### src/rtl/tws_pkg.sv
package tws_pkg;

    localparam int TMR_W    = 8;
    localparam int DIV_W    = 8;
    localparam int RATIO_W  = 3;
    localparam int INHIBIT  = 2;
    localparam int INH_W    = $clog2(INHIBIT + 1);

    typedef enum logic {
        DIV_TO_TIMER = 1'b0,
        DIV_TO_WDT   = 1'b1
    } div_owner_e;

    typedef struct packed {
        logic restart;
        logic step;
    } div_ctl_t;

    // Low-bit mask of the divider: timer ratio 2^(r+1), watchdog 2^r
    function automatic logic [DIV_W-1:0] ratio_mask(input logic [RATIO_W-1:0] code,
                                                    input div_owner_e owner);
        logic [DIV_W:0] span;
        int sh;
        sh   = int'(code) + ((owner == DIV_TO_TIMER) ? 1 : 0);
        span = (DIV_W+1)'(1) << sh;
        return DIV_W'(span - (DIV_W+1)'(1));
    endfunction

endpackage

### src/rtl/tws_pin_edge.sv
module tws_pin_edge #(
    parameter int STAGES = 2
) (
    input  logic clk,
    input  logic rst,
    input  logic pin,
    input  logic fall_sel,
    output logic edge_evt
);
    logic [STAGES-1:0] sync_q;
    logic              last_q;

    always_ff @(posedge clk) begin
        if (rst) begin
            sync_q <= '0;
            last_q <= 1'b0;
        end else begin
            sync_q[0] <= pin;
            for (int i = 1; i < STAGES; i++) begin
                sync_q[i] <= sync_q[i-1];
            end
            last_q <= sync_q[STAGES-1];
        end
    end

    always_comb begin
        if (fall_sel) edge_evt = last_q & ~sync_q[STAGES-1];
        else          edge_evt = ~last_q & sync_q[STAGES-1];
    end
endmodule

### src/rtl/tws_divider.sv
module tws_divider
    import tws_pkg::*;
(
    input  logic             clk,
    input  logic             rst,
    input  div_ctl_t         ctl,
    input  logic [DIV_W-1:0] mask,
    output logic             fire
);
    logic [DIV_W-1:0] cnt_q;

    always_ff @(posedge clk) begin
        if (rst || ctl.restart) cnt_q <= '1;
        else if (ctl.step)      cnt_q <= cnt_q - DIV_W'(1);
    end

    // One output per 2^k input steps: fire when the masked bits are about to borrow
    assign fire = ctl.step && !ctl.restart && ((cnt_q & mask) == '0);
endmodule

### src/rtl/tws_wdt_base.sv
module tws_wdt_base #(
    parameter int BASE = 16
) (
    input  logic clk,
    input  logic rst,
    input  logic en,
    input  logic tick,
    input  logic restart,
    output logic base_evt
);
    localparam int CW = (BASE > 1) ? $clog2(BASE) : 1;
    localparam logic [CW-1:0] LAST = CW'(BASE - 1);

    logic [CW-1:0] cnt_q;
    logic          step;

    assign step     = en && tick && !restart;
    assign base_evt = step && (cnt_q == LAST);

    always_ff @(posedge clk) begin
        if (rst || restart)  cnt_q <= '0;
        else if (base_evt)   cnt_q <= '0;
        else if (step)       cnt_q <= cnt_q + CW'(1);
    end
endmodule

### src/rtl/tmr_wdt_scaler.sv
module tmr_wdt_scaler
    import tws_pkg::*;
#(
    parameter int WDT_BASE    = 16,
    parameter int SYNC_STAGES = 2
) (
    input  logic               clk,
    input  logic               rst,
    input  logic               cfg_div_wdt,
    input  logic [RATIO_W-1:0] cfg_ratio,
    input  logic               cfg_pin_src,
    input  logic               cfg_fall_edge,
    input  logic               tmr_pin,
    input  logic               tmr_wr,
    input  logic [TMR_W-1:0]   tmr_wdata,
    input  logic               wdt_en,
    input  logic               wdt_tick,
    input  logic               wdt_clr,
    input  logic               sleep_req,
    output logic [TMR_W-1:0]   tmr_value,
    output logic               tmr_overflow,
    output logic               wdt_reset_req,
    output logic               wdt_to_n
);
    localparam logic [TMR_W-1:0] TMR_TOP = '1;

    div_owner_e       owner;
    logic             pin_evt;
    logic [INH_W-1:0] inh_q;
    logic             raw_evt;
    logic             wdt_restart;
    logic             base_evt;
    div_ctl_t         div_ctl;
    logic [DIV_W-1:0] div_mask;
    logic             div_fire;
    logic             tmr_inc;
    logic             timeout;

    assign owner = div_owner_e'(cfg_div_wdt);

    tws_pin_edge #(.STAGES(SYNC_STAGES)) u_pin (
        .clk      (clk),
        .rst      (rst),
        .pin      (tmr_pin),
        .fall_sel (cfg_fall_edge),
        .edge_evt (pin_evt)
    );

    // Count events before the divider, gated by the post-write hold-off
    assign raw_evt = !tmr_wr && (inh_q == '0) && (cfg_pin_src ? pin_evt : 1'b1);

    always_ff @(posedge clk) begin
        if (rst)              inh_q <= '0;
        else if (tmr_wr)      inh_q <= INH_W'(INHIBIT);
        else if (inh_q != '0) inh_q <= inh_q - INH_W'(1);
    end

    assign wdt_restart = wdt_clr || sleep_req;

    tws_wdt_base #(.BASE(WDT_BASE)) u_wdt (
        .clk      (clk),
        .rst      (rst),
        .en       (wdt_en),
        .tick     (wdt_tick),
        .restart  (wdt_restart),
        .base_evt (base_evt)
    );

    always_comb begin
        div_mask = ratio_mask(cfg_ratio, owner);
        if (owner == DIV_TO_TIMER) begin
            div_ctl.step    = raw_evt;
            div_ctl.restart = tmr_wr;
        end else begin
            div_ctl.step    = base_evt;
            div_ctl.restart = wdt_restart;
        end
    end

    tws_divider u_div (
        .clk  (clk),
        .rst  (rst),
        .ctl  (div_ctl),
        .mask (div_mask),
        .fire (div_fire)
    );

    assign tmr_inc = (owner == DIV_TO_TIMER) ? div_fire : raw_evt;
    assign timeout = (owner == DIV_TO_WDT)   ? div_fire : base_evt;

    always_ff @(posedge clk) begin
        if (rst) begin
            tmr_value    <= '0;
            tmr_overflow <= 1'b0;
        end else if (tmr_wr) begin
            tmr_value    <= tmr_wdata;
            tmr_overflow <= 1'b0;
        end else begin
            tmr_overflow <= tmr_inc && (tmr_value == TMR_TOP);
            if (tmr_inc) tmr_value <= tmr_value + TMR_W'(1);
        end
    end

    always_ff @(posedge clk) begin
        if (rst) begin
            wdt_reset_req <= 1'b0;
            wdt_to_n      <= 1'b1;
        end else begin
            wdt_reset_req <= timeout;
            if (wdt_restart)  wdt_to_n <= 1'b1;
            else if (timeout) wdt_to_n <= 1'b0;
        end
    end
endmodule

### config.mk
export PLATFORM = sky130hd
export DESIGN_NAME = tmr_wdt_scaler
export DESIGN_NICKNAME = d
export VERILOG_FILES = /design/src/rtl/tws_pkg.sv /design/src/rtl/tws_pin_edge.sv /design/src/rtl/tws_divider.sv /design/src/rtl/tws_wdt_base.sv /design/src/rtl/tmr_wdt_scaler.sv
export SDC_FILE = /design/constraint.sdc
export NUM_CORES = 1
export LEC_CHECK = 0
export CAP_MARGIN = 5
export CORE_MARGIN = 2
export CORE_UTILIZATION = 40
export DETAILED_ROUTE_END_ITERATION = 7
export SLEW_MARGIN = 5
export SYNTH_ARGS = -nofsm -noshare
export SYNTH_HDL_FRONTEND = slang
export SYNTH_HIERARCHICAL = 1
export SYNTH_SLANG_ARGS = --single-unit
### constraint.sdc
create_clock -name clk -period 10.55 [get_ports clk]
set_clock_uncertainty 0.15 [all_clocks]
set_input_delay 1.5825 -clock clk [delete_from_list [all_inputs] [get_ports clk]]
set_output_delay 1.5825 -clock clk [all_outputs]
set_load 0.01 [all_outputs]
==> qor.txt, run 1 <==
status = completed
Cell Chain, Critical Path = clkdlybuf4s50_1 -> inv_1 -> ha_1 -> ha_1 -> inv_1 -> o21ai_0 -> nand2_1 -> ha_1 -> nand2_1 -> a221oi_1 -> a41oi_1 -> xnor2_1 -> a22oi_1 -> nand3_1 -> a2111oi_2 -> nor2b_4 -> a31oi_2 -> or4_1 -> and3_1
Final period util = 55.5%
max-slew violation count = 0
Ys Warns = 6
Pre-Repair DR Iteration Count = 4
Layout area overhead = 22.8%
antenna violations before repair = 0
Syn Inst Count = 217
post-CTS setup buffers = 0
R2R setup slack = 7.69 ns
clock buffer depth = 2
critical path's most frequent cell = ha_1
global-route wire length before repair = 6690 um
TritonCTS buffer count = 3
Min Clock Period, post-route = 5.85 ns
Resized cells post-CTS = 0
pre-CTS WS = 4.41 ns
placed cell count = 292
P_leak = 0.839 nW
Worst Reg2Reg Path Length in Cells = 10
DPL Wire Length = 2870 um
ys flop type = dfxtp_1
Sequential cell area = 561 um^2
clock transition at the registers of the reported paths = 0.10 ns
number of synthesized register bits = 28
clk_lat worst skew = 0.27 ns
WL final = 3770 um
M1 wire length = 1820 um
row count = 24
Worst Setup SP = cfg_div_wdt
Top delay family on crit path = simple AND/OR/NAND/NOR gates
fillcell total = 434
Area contributors post-synth = dfxtp_1 32%, ha_1 4.9%, a21oi_1 4.8%
slew margin rel. = 45.6%
drt via density = 5.47
Core ar. = 4320 um^2
synthesized cell area = 1780 um^2
cell taking the most area after synthesis = dfxtp_1
Worst path depth = 19
die width = 70.6 um
WP data required = 10.58 ns
launching point of the worst reg2reg path = u_wdt/cnt_q[0]
highest metal used = met4
antenna viol nets, final = 0
WP buf/inv = 3
CTS tree = yes
Max Cap Violations = 0
WL met3 = 140 um
cell type of the slowest stage on the worst timing path = clkdlybuf4s50_1
Hold Crit Start = u_pin/sync_q[0]
die height = 70.6 um
final hold slack = 0.297 ns
RSZ-0062 raised after global routing = false
hold buffer count at CTS = 0
Max Clk Rate = 0.171 GHz
PwrDens = 113 nW/um^2
r2r endpoint = tmr_value[3]
DIE AREA = 4990 um^2
WL/cell = 12.7 um
overall routing resource usage = 16.0%
Placer Congestion = 0.905
diode count = 0
routed vias = 1,618
vias in the first global route = 1,508
CP Capture Point = tmr_value[3]
Initial Util = 41.1%
VDD IR-drop max = 86.2 uV
Setup violations, final = 0
Hold Vio Cnt, Final = 0
Remaining DRCs = 0
final cell count without fillers = 296
I/O Pins = 33
buffers added on ports = 32
Detailed Route Iter0 Violations = 85
Worst Tran Pin Value = 0.814 ns
EDFF count, synth = 0
Multi-input gate area = 1100 um^2
Layout Nets = 274
ys async rst share = 0%
Synth cell types = 53
Setup crit end kind = flop
Worst Path Max Fanout = 12
crit path DAT = 5.88 ns
sequential area share after synthesis = 31.6%
syn_area_per_cell = 8.18 um^2
CP peak stage delay = 0.73 ns
largest net degree at the start of global routing = 25
clock sinks = 28
clk root buf = clkbuf_8
H-tree depth = 1
crit start category = input pin
Synthesized Nets = 246
share of Yosys cell area claimed by the top area cell type = 31.6%
Final WS setup = 4.70 ns
Setup TNS = 0 ns
kind of critical path = in2reg
met2 WL post-DR = 1760 um
GRT Residual Overflow = 0
hold crit path type = reg2reg
layout cells sized above 1 = 6.56%
==> report_power, final <==
group	internal (mW)	switching, mW	total, mW
combinational	0.0239	0.0241	0.0480
clock	0.0508	0.0345	0.0853
sequential	0.109	0.00347	0.112
==> cell families after synthesis <==
logic type	after synthesis	synth area share, %
adder cells (fa/ha/maj)	7	4.93
flip-flops	28	31.6
multiplexers	5	2.89
AND/OR/NAND/NOR	84	26.3
buffers and inverters	27	6.69
XOR/XNOR	8	4.37
AO/OA/AOI/OAI	58	23.3
==> layer usage <==
metal / GRT usage, % / up-vias
met5: 0 / -
met4: 3.35 / 0
met3: 2.56 / 4
met2: 26.7 / 34
met1: 22.0 / 737
li1: - / 843
==> worst min-delay path by stage <==
stage                      end  slack, ns  cells after the start
3_5_place_dp   u_pin/sync_q[1]       0.28                      1
5_1_grt        u_pin/sync_q[1]       0.32                      1
4_1_cts        u_pin/sync_q[1]       0.31                      1
3_3_place_gp   u_pin/sync_q[1]       0.27                      1
6_report       u_pin/sync_q[1]       0.30                      1
2_1_floorplan  u_pin/sync_q[1]       0.26                      1
==> synth_stat cells, types with 2 or more instances <==
library cell	count
dfxtp_1	28
inv_1	18
nand2_1	18
a21oi_1	17
nor2_1	15
nand3_1	11
nor3_1	10
o21ai_0	10
ha_1	7
and3_1	5
clkbuf_1	5
o31a_1	5
mux2i_1	4
xnor2_1	4
a22oi_1	3
nor2b_1	3
nor3b_1	3
nor4_1	3
o31ai_1	3
xor2_1	3
a2111oi_2	2
a21boi_1	2
buf_2	2
buf_6	2
nand2b_1	2
nand3b_1	2
nand4_1	2
o21a_1	2
or4_1	2
==> placed cells by master, fill, tap and decap left out, drive strengths merged, types with 2 or more instances in the layout <==
cell           synthesis  layout
a2111oi                2       2
a21boi                 3       3
a21oi                 17      17
a22oi                  3       3
and3                   5       5
clkbuf                 5       3
clkdlybuf4s50          0      32
dfxtp                 28      28
ha                     7       7
inv                   18      18
mux2i                  4       4
nand2                 18      18
nand2b                 2       2
nand3                 11      11
nand3b                 2       2
nand4                  2       2
nor2                  16      16
nor2b                  4       4
nor3                  10      10
nor3b                  3       3
nor4                   3       3
nor4b                  2       2
o21a                   2       2
o21ai                 10      10
o31a                   6       6
o31ai                  3       3
or4                    2       2
xnor2                  5       5
xor2                   3       3
==> metrics by stage <==
| stage | total power [mW] | area [um^2] | utilization (%) |
|---|---|---|---|
| floorplan | 0.144 | 1780 | - |
| global placement | 0.163 | 2110 | 48.8 |
| detailed placement | 0.163 | 2110 | 48.8 |
| CTS | 0.249 | 2180 | 50.4 |
| global route | 0.259 | 2180 | 50.4 |
| finish | 0.246 | 2180 | 50.4 |
==> flip-flops by register name (all words and copies together) (netlist names) <==
register,cells
inh_q,2
tmr_overflow,1
tmr_value,8
u_div/cnt_q,8
u_pin/last_q,1
u_pin/sync_q,2
u_wdt/cnt_q,4
wdt_reset_req,1
wdt_to_n,1
==> layout make-up <==
class / count / share of cell area (%)
Clock buffer: 3 / 1.89
Clock inverter: 1 / 1.38
Inverter: 18 / 3.10
Multi-Input combinational cell: 162 / 50.3
Sequential cell: 28 / 25.7
Tap cell: 52 / 2.98
Timing Repair Buffer: 32 / 14.7
No activity file was read; power rests on OpenSTA's default activity.
==> run 2, diff against run 1 <==
==> constraint.sdc (replaced) <==
create_clock -name clk -period 5.7 [get_ports clk]
set_clock_uncertainty 0.15 [all_clocks]
set_input_delay 0.855 -clock clk [delete_from_list [all_inputs] [get_ports clk]]
set_output_delay 0.855 -clock clk [all_outputs]
set_load 0.01 [all_outputs]
==> qor.txt, run 2 (same netlist as run 1, synthesis figures left out) <==
DPL Wire Length = 2850 um
Layout Nets = 276
Setup crit end kind = flop
Hold Crit Start = u_pin/sync_q[0]
commonest non-fill, non-tap cells in the layout = 32 x clkdlybuf4s50_1, 28 x dfxtp_1, 18 x inv_1, 18 x nand2_1, 17 x a21oi_1
Top delay family on crit path = simple AND/OR/NAND/NOR gates
die height = 70.6 um
hold crit path type = reg2reg
GRT Residual Overflow = 0
buffers added on ports = 32
r2r endpoint = tmr_value[3]
I/O Pins = 33
Regs by FF count = tmr_value x8, u_div/cnt_q x8, u_wdt/cnt_q x4
Setup TNS = 0 ns
largest net degree at the start of global routing = 25
die width = 70.6 um
drt via density = 5.42
hold buffer count at CTS = 0
R2R setup slack = 2.83 ns
cell type of the slowest stage on the worst timing path = clkdlybuf4s50_1
clock transition at the registers of the reported paths = 0.10 ns
antenna viol nets, final = 0
post-CTS setup buffers = 0
Initial Util = 41.1%
clock buffer depth = 2
slew margin rel. = 53.5%
clock sinks = 28
overall routing resource usage = 16.0%
Worst Reg2Reg Path Length in Cells = 10
routed vias = 1,614
Core ar. = 4320 um^2
WP data required = 5.73 ns
Min-Delay Endpoint = u_pin/sync_q[1]
antenna violations before repair = 0
PwrDens = 208 nW/um^2
kind of critical path = in2reg
crit path DAT = 4.78 ns
Worst Path Max Fanout = 12
crit start category = input pin
Max Cap Violations = 0
DIE AREA = 4990 um^2
layout cells sized above 1 = 7.32%
TritonCTS buffer count = 3
clk root buf = clkbuf_8
Min Clock Period, post-route = 4.75 ns
post-route cell area = 2200 um^2
H-tree depth = 1
Worst Hold Depth = 1
placed instance area = 2120 um^2
Remaining DRCs = 0
Cell Chain, Critical Path = clkdlybuf4s50_1 -> ha_1 -> inv_1 -> nand3_1 -> o21ai_0 -> nand2_1 -> ha_1 -> nand2_1 -> a221oi_1 -> a41oi_1 -> xnor2_1 -> a22oi_1 -> nand3_1 -> a2111oi_2 -> nor2b_4 -> a31oi_2 -> or4_1 -> and3_1
Detailed Route Iter0 Violations = 128
status = completed
Setup violations, final = 0
diode count = 0
VDD IR-drop max = 153 uV
vias in the first global route = 1,450
RSZ-0062 raised after global routing = false
launching point of the worst reg2reg path = u_wdt/cnt_q[0]
global-route wire length before repair = 6530 um
Max Clk Rate = 0.211 GHz
max-slew violation count = 0
P_leak = 0.848 nW
Layout area overhead = 23.7%
clk_lat worst skew = 0.28 ns
Final period util = 83.3%
WL final = 3840 um
WP buf/inv = 2
row count = 24
Pre-Repair DR Iteration Count = 4
CTS tree = yes
Worst Tran Pin Value = 0.696 ns
Resized cells post-CTS = 0
Placer Congestion = 0.844
Hold Vio Cnt, Final = 0
CP peak stage delay = 0.67 ns
commonest non-fill, non-tap cell in the layout = clkdlybuf4s50_1
WL/cell = 12.9 um
[run 2: through the flow]
stage | setup slack [ns] | hold slack, ns | utilization, % | power (mW) | instances
final | 0.951 | 0.307 | 50.8 | 0.457 | 298
after global routing | 0.621 | 0.330 | 50.8 | 0.482 | 298
after CTS | 0.974 | 0.312 | 50.8 | 0.464 | 298
after detailed placement | 0.677 | 0.289 | 49.1 | 0.302 | 294
after global placement | 0.774 | 0.274 | 49.1 | 0.302 | 294
after floorplan | 1.43 | 0.264 | - | 0.267 | 217
[run 2: how the worst max path moves through the flow]
stage | from | end | cells past startpoint
2_1_floorplan | cfg_div_wdt | tmr_value[6] | 21
3_3_place_gp | cfg_ratio[1] | tmr_value[3] | 17
3_5_place_dp | cfg_ratio[1] | tmr_value[3] | 18
4_1_cts | cfg_ratio[1] | tmr_value[3] | 18
5_1_grt | cfg_div_wdt | tmr_value[3] | 19
6_report | cfg_ratio[1] | tmr_value[3] | 18
[run 2: per-layer routing]
layer	GRT usage [%]	wire length, um
met2	26.6	1780
met3	3.42	162
met1	21.2	1860
met4	4.40	31
met5	0	0
[run 2: layout make-up]
class	instances	area, um^2
tap	52	65.1
multi-input combinational	162	1100
fill	440	2130
clock inverter	1	30.0
inverter	18	67.6
timing repair buffer	34	335
sequential	28	561
clock buffer	3	41.3
[run 2: report_power, final]
part           switching, mW  leakage (nW)  internal [mW]
sequential           0.00653         0.229          0.201
clock                 0.0649        0.0357         0.0941
combinational         0.0448         0.584         0.0452
total                  0.116         0.848          0.340
==> run 3, diff against run 2 <==
==> constraint.sdc (replaced) <==
create_clock -name clk -period 4.62 [get_ports clk]
set_clock_uncertainty 0.15 [all_clocks]
set_input_delay 0.693 -clock clk [delete_from_list [all_inputs] [get_ports clk]]
set_output_delay 0.693 -clock clk [all_outputs]
set_load 0.01 [all_outputs]
==> qor.txt, run 3 (same netlist as run 1, synthesis figures left out) <==
drt via density = 5.36
VDD IR-drop max = 227 uV
routed vias = 1,663
Detailed Route Iter0 Violations = 83
CTS tree = yes
Pre-Repair DR Iteration Count = 4
die height = 70.6 um
Int Pwr = 426 uW
Cell Chain, Critical Path = clkdlybuf4s50_1 -> inv_1 -> ha_1 -> ha_1 -> inv_1 -> nand3_1 -> o21ai_1 -> nand2_1 -> ha_1 -> nand2_1 -> a221oi_1 -> a41oi_1 -> xnor2_1 -> a22oi_1 -> nand3_1 -> a2111oi_4 -> nor2b_4 -> a31oi_2 -> or4_1 -> and3_1
overall routing resource usage = 16.1%
Logic pwr share = 21.0%
clock sinks = 28
Setup crit end kind = flop
Setup TNS = 0 ns
crit start category = input pin
Clock power frac = 34.1%
Final period util = 89.8%
clock transition at the registers of the reported paths = 0.10 ns
Max Cap Violations = 0
critical path's most frequent cell = ha_1
I/O Pins = 33
DIE AREA = 4990 um^2
row count = 24
Final WS setup = 0.473 ns
GRT Residual Overflow = 0
commonest non-fill, non-tap cell in the layout = clkdlybuf4s50_1
Setup violations, final = 0
layout cells sized above 1 = 11.6%
Placer Congestion = 0.803
Initial Util = 41.1%
cell type of the slowest stage on the worst timing path = or4_1
commonest non-fill, non-tap cells in the layout = 32 x clkdlybuf4s50_1, 28 x dfxtp_1, 18 x inv_1, 18 x nand2_1, 17 x a21oi_1
die width = 70.6 um
kind of critical path = in2reg
CP peak stage delay = 0.50 ns
RSZ-0062 raised after global routing = false
antenna violations before repair = 0
Flop pwr share = 44.9%
WL/cell = 12.4 um
PwrDens = 249 nW/um^2
clk root buf = clkbuf_8
buffers added on ports = 32
Net Sw Power = 145 uW
Layout Nets = 288
hold buffer count at CTS = 0
slew margin rel. = 52.8%
final core occ = 53.2%
Max Clk Rate = 0.241 GHz
pre-CTS WS = -0.0165 ns
WL final = 3860 um
Core ar. = 4320 um^2
WP data required = 4.65 ns
Worst Tran Pin Value = 0.707 ns
Hold Vio Cnt, Final = 0
Remaining DRCs = 0
fillcell total = 424
clock buffer depth = 2
Worst Path Max Fanout = 8
DPL Wire Length = 3000 um
switching share of total power = 25.3%
P_leak = 0.907 nW
max-slew violation count = 0
global-route wire length before repair = 6670 um
hold crit path type = reg2reg
H-tree depth = 1
vias in the first global route = 1,573
TritonCTS buffer count = 3
antenna viol nets, final = 0
Min Clock Period, post-route = 4.15 ns
Layout area overhead = 29.5%
clk_lat worst skew = 0.28 ns
Regs by FF count = tmr_value x8, u_div/cnt_q x8, u_wdt/cnt_q x4
largest net degree at the start of global routing = 25
diode count = 0
crit path DAT = 4.18 ns
status = completed
-- run 3: timing repair --
item | in CTS | in global routing
buffers inserted | 0 | 0
resized for setup | 0 | 2
setup endpoints to repair | 0 | 5
-- run 3: cell type report --
cell class | instances | area, um^2 | area share, %
clock buffer | 3 | 41.3 | 1.80
tap | 52 | 65.1 | 2.83
clock inverter | 1 | 30.0 | 1.31
timing repair buffer | 46 | 425 | 18.5
sequential | 28 | 561 | 24.4
inverter | 18 | 67.6 | 2.94
multi-input combinational | 162 | 1110 | 48.2
-- run 3: worst paths after layout --
kind	slack, ns	from	depth (start not counted)	to
max	0.47	cfg_div_wdt	20	tmr_value[3]
max reg2reg	1.78	u_wdt/cnt_q[0]	10	tmr_value[3]
min	0.30	u_pin/sync_q[0]	1	u_pin/sync_q[1]
min reg2reg	0.30	u_pin/sync_q[0]	1	u_pin/sync_q[1]
-- run 3: worst max-delay path: cells and delay by family --
kind / cells / cell delay, ns
AOI/OAI and AO/OA: 6 / 0.83
xor gates and xnor gates: 1 / 0.10
adders and majority gates: 3 / 0.63
buffers and inverters: 3 / 0.64
and+or+nand+nor: 7 / 1.27
-- run 3: through the flow --
stage	instance area [um^2]	instances	hold WS, ns	power [mW]
detailed placement	2210	306	0.298	0.381
CTS	2290	310	0.305	0.576
global route	2300	310	0.308	0.599
floorplan	1780	217	0.264	0.329
global placement	2210	306	0.275	0.380
finish	2300	310	0.304	0.571
-- run 3: routing by layer --
layer,GRT usage [%],up-vias,share of wire (%)
met5,0,-,0
met1,22.1,752,48
met2,25.3,31,47
met4,5.45,0,1.1
met3,3.13,6,3.7
li1,-,874,-
-- run 3: power by group through the flow --
stage / clock [mW] / sequential (mW) / combinational, mW
after detailed placement: 0 / 0.262 / 0.119
after floorplan: 0 / 0.263 / 0.0669
final: 0.195 / 0.256 / 0.120
after CTS: 0.200 / 0.256 / 0.120
after global routing: 0.208 / 0.258 / 0.133
after global placement: 0 / 0.262 / 0.119
